--- config.mk ---
export PLATFORM = sky130hd
export DESIGN_NAME = secure_mode_ctrl
export DESIGN_NICKNAME = d
export VERILOG_FILES = /design/src/rtl/smc_pkg.sv /design/src/rtl/smc_ctrl.sv /design/src/rtl/smc_dp.sv /design/src/rtl/secure_mode_ctrl.sv
export SDC_FILE = /design/constraint.sdc
export NUM_CORES = 1
export LEC_CHECK = 0
export BUFFER_PORTS_ARGS = -buffer_cell sky130_fd_sc_hd__buf_2
export CAP_MARGIN = 20
export CORE_ASPECT_RATIO = 0.75
export CORE_UTILIZATION = 28
export CTS_BUF_LIST = sky130_fd_sc_hd__clkbuf_8
export DETAILED_ROUTE_END_ITERATION = 16
export GPL_ROUTABILITY_DRIVEN = 0
export MAX_ROUTING_LAYER = met4
export PLACE_DENSITY_LB_ADDON = 0.12
export SYNTH_ARGS = -nofsm -noshare
export SYNTH_HDL_FRONTEND = slang
export SYNTH_SLANG_ARGS = --single-unit
--- constraint.sdc ---
create_clock -name clk -period 1.3 [get_ports clk]
set_input_delay 0.195 -clock clk [delete_from_list [all_inputs] [get_ports clk]]
set_output_delay 0.195 -clock clk [all_outputs]
set_load 0.05 [all_outputs]
--- src/rtl/smc_pkg.sv ---
package smc_pkg;

  typedef enum logic [1:0] {
    CAUSE_NONE   = 2'b00,
    CAUSE_CALL   = 2'b01,
    CAUSE_SECEXC = 2'b10
  } entryCause_e;

  // strobes from the control decode to the state registers
  typedef struct packed {
    logic setMode;
    logic clrMode;
    logic setGate;
    logic clrGate;
    logic loadEntry;
    logic keepSmi;
  } smcStrobes_t;

endpackage

--- src/rtl/smc_ctrl.sv ---
module smc_ctrl
  import smc_pkg::*;
#(
  parameter int RING_W = 2,
  parameter int CAUSE_W = 4,
  parameter logic [CAUSE_W-1:0] SEC_CAUSE = 4'hE
) (
  input  logic [RING_W-1:0]  ring,
  input  logic               enterCall,
  input  logic               secReturn,
  input  logic               gateSet,
  input  logic               gateClr,
  input  logic               entryLoad,
  input  logic               excValid,
  input  logic [CAUSE_W-1:0] excCause,
  input  logic               irqReq,
  input  logic               nmiReq,
  input  logic               mceReq,
  input  logic               smiReq,
  input  logic               modeQ,
  input  logic               gateQ,
  input  logic               smiPendQ,
  output smcStrobes_t        strb,
  output logic               entryValid,
  output logic [1:0]         entryCause,
  output logic               irqTake,
  output logic               nmiTake,
  output logic               mceTake,
  output logic               excTake,
  output logic               smiOut,
  output logic               redirIrq
);

  logic isSecCause;
  logic secEntry;
  logic callEntry;
  logic anyEntry;
  logic retTake;
  logic smiAny;
  logic gateOpen;

  always_comb begin
    gateOpen   = !gateQ;
    isSecCause = (excCause == SEC_CAUSE);
    // the security exception is itself an exception, so the gate blocks it
    secEntry   = excValid && isSecCause && gateOpen;
    callEntry  = enterCall && (ring == '0) && !modeQ && !secEntry;
    anyEntry   = secEntry || callEntry;
    retTake    = secReturn && modeQ && !anyEntry;

    entryValid = anyEntry;
    if (secEntry)       entryCause = CAUSE_SECEXC;
    else if (callEntry) entryCause = CAUSE_CALL;
    else                entryCause = CAUSE_NONE;

    irqTake = irqReq && gateOpen;
    nmiTake = nmiReq && gateOpen;
    mceTake = mceReq && gateOpen;
    excTake = excValid && !isSecCause && gateOpen;

    smiAny   = smiReq || smiPendQ;
    smiOut   = smiAny && !modeQ && gateOpen;
    redirIrq = smiAny && modeQ && gateOpen;

    strb.setMode   = anyEntry;
    strb.clrMode   = retTake;
    strb.setGate   = anyEntry || (!retTake && gateSet);
    strb.clrGate   = retTake || (!anyEntry && !gateSet && gateClr);
    strb.loadEntry = entryLoad && modeQ;
    strb.keepSmi   = smiAny && !smiOut;
  end

endmodule

--- src/rtl/smc_dp.sv ---
module smc_dp
  import smc_pkg::*;
#(
  parameter int ADDR_W = 16,
  parameter logic [ADDR_W-1:0] ENTRY_RESET = '0
) (
  input  logic              clk,
  input  logic              rstN,
  input  smcStrobes_t       strb,
  input  logic [ADDR_W-1:0] entryData,
  output logic              modeQ,
  output logic              gateQ,
  output logic              smiPendQ,
  output logic [ADDR_W-1:0] entryQ
);

  always_ff @(posedge clk) begin
    if (!rstN) begin
      modeQ    <= 1'b0;
      gateQ    <= 1'b0;
      smiPendQ <= 1'b0;
      entryQ   <= ENTRY_RESET;
    end else begin
      if (strb.setMode)      modeQ <= 1'b1;
      else if (strb.clrMode) modeQ <= 1'b0;

      if (strb.setGate)      gateQ <= 1'b1;
      else if (strb.clrGate) gateQ <= 1'b0;

      smiPendQ <= strb.keepSmi;

      if (strb.loadEntry) entryQ <= entryData;
    end
  end

endmodule

--- src/rtl/secure_mode_ctrl.sv ---
module secure_mode_ctrl
  import smc_pkg::*;
#(
  parameter int RING_W = 2,
  parameter int CAUSE_W = 4,
  parameter int ADDR_W = 16,
  parameter int VEC_W = 8,
  parameter logic [CAUSE_W-1:0] SEC_CAUSE = 4'hE,
  parameter logic [VEC_W-1:0] REDIR_VEC = 8'hF0,
  parameter logic [ADDR_W-1:0] ENTRY_RESET = 16'h0100
) (
  input  logic               clk,
  input  logic               rstN,
  input  logic [RING_W-1:0]  ring,
  input  logic               enterCall,
  input  logic               secReturn,
  input  logic               gateSet,
  input  logic               gateClr,
  input  logic               entryLoad,
  input  logic [ADDR_W-1:0]  entryData,
  input  logic               excValid,
  input  logic [CAUSE_W-1:0] excCause,
  input  logic               irqReq,
  input  logic               nmiReq,
  input  logic               mceReq,
  input  logic               smiReq,
  output logic               secureMode,
  output logic               gateOn,
  output logic               entryValid,
  output logic [1:0]         entryCause,
  output logic [ADDR_W-1:0]  entryVec,
  output logic               irqTake,
  output logic               nmiTake,
  output logic               mceTake,
  output logic               excTake,
  output logic               smiOut,
  output logic               redirIrq,
  output logic [VEC_W-1:0]   redirVec
);

  smcStrobes_t strb;
  logic modeQ;
  logic gateQ;
  logic smiPendQ;
  logic [ADDR_W-1:0] entryQ;

  smc_ctrl #(
    .RING_W(RING_W), .CAUSE_W(CAUSE_W), .SEC_CAUSE(SEC_CAUSE)
  ) u_ctrl (
    .ring(ring), .enterCall(enterCall), .secReturn(secReturn),
    .gateSet(gateSet), .gateClr(gateClr), .entryLoad(entryLoad),
    .excValid(excValid), .excCause(excCause), .irqReq(irqReq),
    .nmiReq(nmiReq), .mceReq(mceReq), .smiReq(smiReq),
    .modeQ(modeQ), .gateQ(gateQ), .smiPendQ(smiPendQ), .strb(strb),
    .entryValid(entryValid), .entryCause(entryCause),
    .irqTake(irqTake), .nmiTake(nmiTake), .mceTake(mceTake),
    .excTake(excTake), .smiOut(smiOut), .redirIrq(redirIrq)
  );

  smc_dp #(
    .ADDR_W(ADDR_W), .ENTRY_RESET(ENTRY_RESET)
  ) u_dp (
    .clk(clk), .rstN(rstN), .strb(strb), .entryData(entryData),
    .modeQ(modeQ), .gateQ(gateQ), .smiPendQ(smiPendQ), .entryQ(entryQ)
  );

  assign secureMode = modeQ;
  assign gateOn     = gateQ;
  assign entryVec   = entryQ;
  assign redirVec   = REDIR_VEC;

endmodule

# After elaboration in Yosys (flattened, before gate mapping)
# Index checks and enable logic that the tools add are counted.
# Widths: inputs -> output; s select.
# totals
in_bits	34
wordCells	47
ramBits	0
mem_bits_ro	0
output_inout_bits	35
latchBits	0
reg_bits	19
n_memories	0
# classes
n_addsub	0
order_cmp	0
bitwise	0
shift	0
div	0
n_reduce_logical	36
mux	6
eq_ne	1
multipliers	0
# ops
operator	n
$logic_and 1x1->1	21
$logic_not 1->1	8
$mux 1	5
$eq 4x4->1 const B	1
$logic_or 1x1->1	4
$reduce_bool 2->1	2
$logic_not 2->1	1
$mux 2	1

# Longest topological paths before layout
# logic_depth
depth_word	12
mapped_depth	5
mapped_depth_nobuf	3

# By module
# From an unflattened synthesis, not the netlist that was laid out.
# hier_totals
hier_cells	93
hier_area_um2	934.6
# by_module_without_submodules
mod	n_inst	area_each_um2	cells_each	seq_area_each_um2
smc_dp	1	708.2	59	380.4
smc_ctrl	1	158.9	24	0.0
secure_mode_ctrl	1	67.6	10	0.0

# Worst setup path before layout
# OpenSTA, ideal clock, no wires.
# synth_path
path_type	register to output
startpoint	register u_dp.modeQ
endpoint	output redirIrq
slack_ns	-0.823
stages_incl_launch_ff	2
arrival_time_ns	1.928
n_path_buf	0
cell_sequence	dfxtp_1 nor3b_1
# synth_via
elab_chain_len	2
# synth_lines
element	line_no	source
start, declared	smc_dp.sv:11	output logic modeQ,
start signal, assigned	smc_dp.sv:19	modeQ <= 1'b0;
start signal, assigned	smc_dp.sv:24	if (strb.setMode) modeQ <= 1'b1;
start signal, assigned	smc_dp.sv:25	else if (strb.clrMode) modeQ <= 1'b0;
$logic_and 1x1->1 (2 in series)	smc_ctrl.sv:63	redirIrq = smiAny && modeQ && gateOpen;
end, declared	secure_mode_ctrl.sv:37	output logic redirIrq,
# Every way passes these cells.

# Worst setup path in the final report
# layout_path
startpoint	register u_dp.modeQ
endpoint	output entryValid
# layout_via
elab_chain_len	4
# layout_lines
element	line_no	source
$logic_not 1->1	smc_ctrl.sv:47	callEntry = enterCall && (ring == '0) && !modeQ && !secEntry;
$logic_and 1x1->1 (2 in series)	smc_ctrl.sv:47	
$logic_or 1x1->1	smc_ctrl.sv:48	anyEntry = secEntry || callEntry;
end, declared	secure_mode_ctrl.sv:29	output logic entryValid,
# Every way passes these cells.

==> summary.md <==
| Metric | Value |
|---|---|
| Biggest area consumer among synthesized cells | `dfxtp_1` |
| Synth-to-layout area growth | `62.8%` |
| Reg2Reg Setup Slack | `0.05 ns` |
| Placed inst area | `1230 um2` |
| Status | `finished, violations left` |
| PwrDens | `989 nW/um2` |
| Fraction of synthesized area in multiplexers | `0%` |
| P_leak | `0.655 nW` |
| CTS max path bufs | `2` |
| RSZ-0062 raised after global routing | `yes` |
| R2R depth | `7` |
| Max-slew violations | `0` |
| Final Hold Fails | `0` |
| Antenna cells | `0` |
| PortBufs | `60` |
| CTS tree | `yes` |
| Antenna violations before repair | `0` |
| Initial DRC Count | `29` |
| Worst IR Drop VDD | `0.577 mV` |
| Synth Area in Simple Gates | `27.3%` |
| Largest family of logic cells by synthesized area | `simple AND/OR/NAND/NOR gates` |
| First-pass GRT wire length | `3320 um` |
| Worst setup startpoint | `u_dp.modeQ$_SDFFE_PN0P_` |
| Worst skew pair latency | `0.25 ns` |
| Final worst setup slack | `-0.265 ns` |
| Via density | `4.24` |
| Gr ovfl total | `0` |
| DP HPWL | `1580 um` |
| Clock tree sinks | `19` |
| Netlist Area Pre-Place | `853 um2` |
| Reg-to-Reg Start | `u_dp.modeQ$_SDFFE_PN0P_` |
| Syn Inst Count | `103` |
| Vias post-DR | `869` |
| Final worst-path cycle share | `120%` |
| Design Area, Final | `1390 um2` |
| Vias in the first global route | `794` |
| Commonest cells post-synth | `nand2_1, dfxtp_1, a21boi_0, buf_4, nor2b_1` |
| Startpoint Class | `register` |
| Tmin final | `1.57 ns` |
| Fraction of layout cells with a size suffix above 1 | `50.3%` |
| Pre-CTS WS | `-0.119 ns` |
| Die Ht | `49.8 um` |
| End point of the critical path | `entryValid` |
| Ys flop type | `dfxtp_1` |
| Fill cell count | `283` |
| CTS Hold Bufs | `0` |
| Mean Syn Cell Area | `8.28 um2` |
| Synth area leaders | `dfxtp_1, nand2_1, a21boi_0` |
| DRC | `0` |
| Row count | `16` |
| Synth warn | `0` |
| Flops & latches, synth | `19` |
| Final setup viols | `5` |
| XOR/XNOR Fraction of Synth Area | `0%` |
| Min Hold Slack | `0.168 ns` |
| Setup CP Type | `reg -> out` |
| Total wire length | `2000 um` |
| Crit path max fanout | `2` |
| Share of the synthesized area in the top cell type | `44.6%` |
| Overall die width | `65.7 um` |
| Max Cap Viol | `0` |
| Asr flop ratio synth | `0%` |
| Post-synth cell types | `20` |
| Sequential cell area | `385 um2` |
| Root Buffer | `clkbuf_8` |
| Data arrival, critical path | `1.37 ns` |
| Io pins | `69` |
| Pre-antenna DRT Iters | `4` |
| Compound-cell area share of the yosys netlist | `17.0%` |
| Fmax | `0.639 GHz` |
| H-tree levels | `1` |
| Violated checks | `setup timing` |
| Initial core utilization | `31.1%` |
| Data required time at the worst endpoint | `1.11 ns` |
| Routed Antenna Nets | `0` |
| Wirelength per Cell | `9.75 um` |
| Clk slew on worst S/H paths | `0.06 ns` |
| Hold Crit Class | `in -> reg` |
| Core footprint | `2740 um2` |
| Post-synth EDFFs | `0` |
| Finished Core Util | `50.6%` |
| Worst reg2reg endpoint | `u_dp.entryQ[8]$_SDFFE_PN1P_` |
| Largest net degree at the start of global routing | `20` |
| Die area | `3270 um2` |
| TritonCTS Buffers | `3` |
| Power, Total | `1.37 mW` |
| Multi-input gate area in the final layout | `468 um2` |
| Total track usage | `13.6%` |
| Most common cell in the synthesized netlist | `nand2_1` |
| Final #Nets | `204` |
| Seq/Total Area, Yosys | `44.6%` |
| Endpoint class of the critical path | `output port` |
| Clock Skew | `0.00371 ns` |
| Post-Synth Adder-Cell Area | `0%` |
cell usage in the layout (no fill, tap or decap), types with 2 or more instances in the layout:
cell type / n
a21boi_1: 5
buf_2: 51
o21a_1: 2
clkbuf_8: 3
nor2_4: 2
dfxtp_1: 17
a21boi_0: 10
nand2_1: 33
buf_6: 9
buf_4: 6
nor2b_1: 5
conb_1: 8
registers in the layout, indices dropped and copies added (netlist names):
name	count
u_dp.entryQ	16
u_dp.gateQ	1
u_dp.modeQ	1
u_dp.smiPendQ	1
through the flow:
| step | TNS [ns] | instances |
|---|---|---|
| global placement | -0.212 | 198 |
| global route | -0.994 | 205 |
| CTS | -0.627 | 202 |
| detailed placement | -0.221 | 198 |
| floorplan | -0.614 | 109 |
| finish | -0.735 | 205 |
worst min-delay path by stage:
stage / from / endpoint / slack, ns / depth (start not counted)
2_1_floorplan: entryData[8] / u_dp.entryQ[8]$_SDFFE_PN1P_ / 0.32 / 2
3_3_place_gp: entryData[8] / u_dp.entryQ[8]$_SDFFE_PN1P_ / 0.41 / 3
3_5_place_dp: entryData[8] / u_dp.entryQ[8]$_SDFFE_PN1P_ / 0.42 / 3
4_1_cts: entryData[8] / u_dp.entryQ[8]$_SDFFE_PN1P_ / 0.16 / 3
5_1_grt: entryData[8] / u_dp.entryQ[8]$_SDFFE_PN1P_ / 0.17 / 3
6_report: entryData[8] / u_dp.entryQ[8]$_SDFFE_PN1P_ / 0.17 / 3
worst max-delay path, cell delays in order (launching register included):
cell and delay, ns:
dfxtp_4 0.34, or4b_4 0.52, o21ai_4 0.09, buf_6 0.18
report_power, final:
part | internal (mW) | switching (mW) | total [mW]
Combinational | 0.133 | 0.243 | 0.376
Sequential | 0.598 | 0.00837 | 0.606
Clock | 0.212 | 0.179 | 0.391
cell families (layout without fill, tap and decap cells):
group                  after synthesis  after routing
buffers and inverters               13             73
AO/OA/AOI/OAI                       19             19
other                                2              8
flip-flops                          19             19
AND/OR/NAND/NOR                     50             50
repair_timing:
action / CTS / global route
endpoints found under the setup margin: 9 / 8
buffers inserted: 0 / 3
gates resized for setup: 16 / 15
pin swaps: 0 / 2
cell type report:
type | instances | area share [%]
clock buffers | 3 | 2.97
clock inverters | 1 | 0.360
multi-input cells | 77 | 33.7
flip-flops and latches | 19 | 27.7
well taps | 36 | 3.24
repair buffers | 69 | 32.0
per-layer routing:
| metal | GRT usage [%] | routed length (um) |
|---|---|---|
| met1 | 15.4 | 842 |
| met2 | 22.8 | 976 |
| met3 | 4.17 | 158 |
| met4 | 4.35 | 22 |
| met5 | - | 0 |
(Power assumes the default switching activity.)
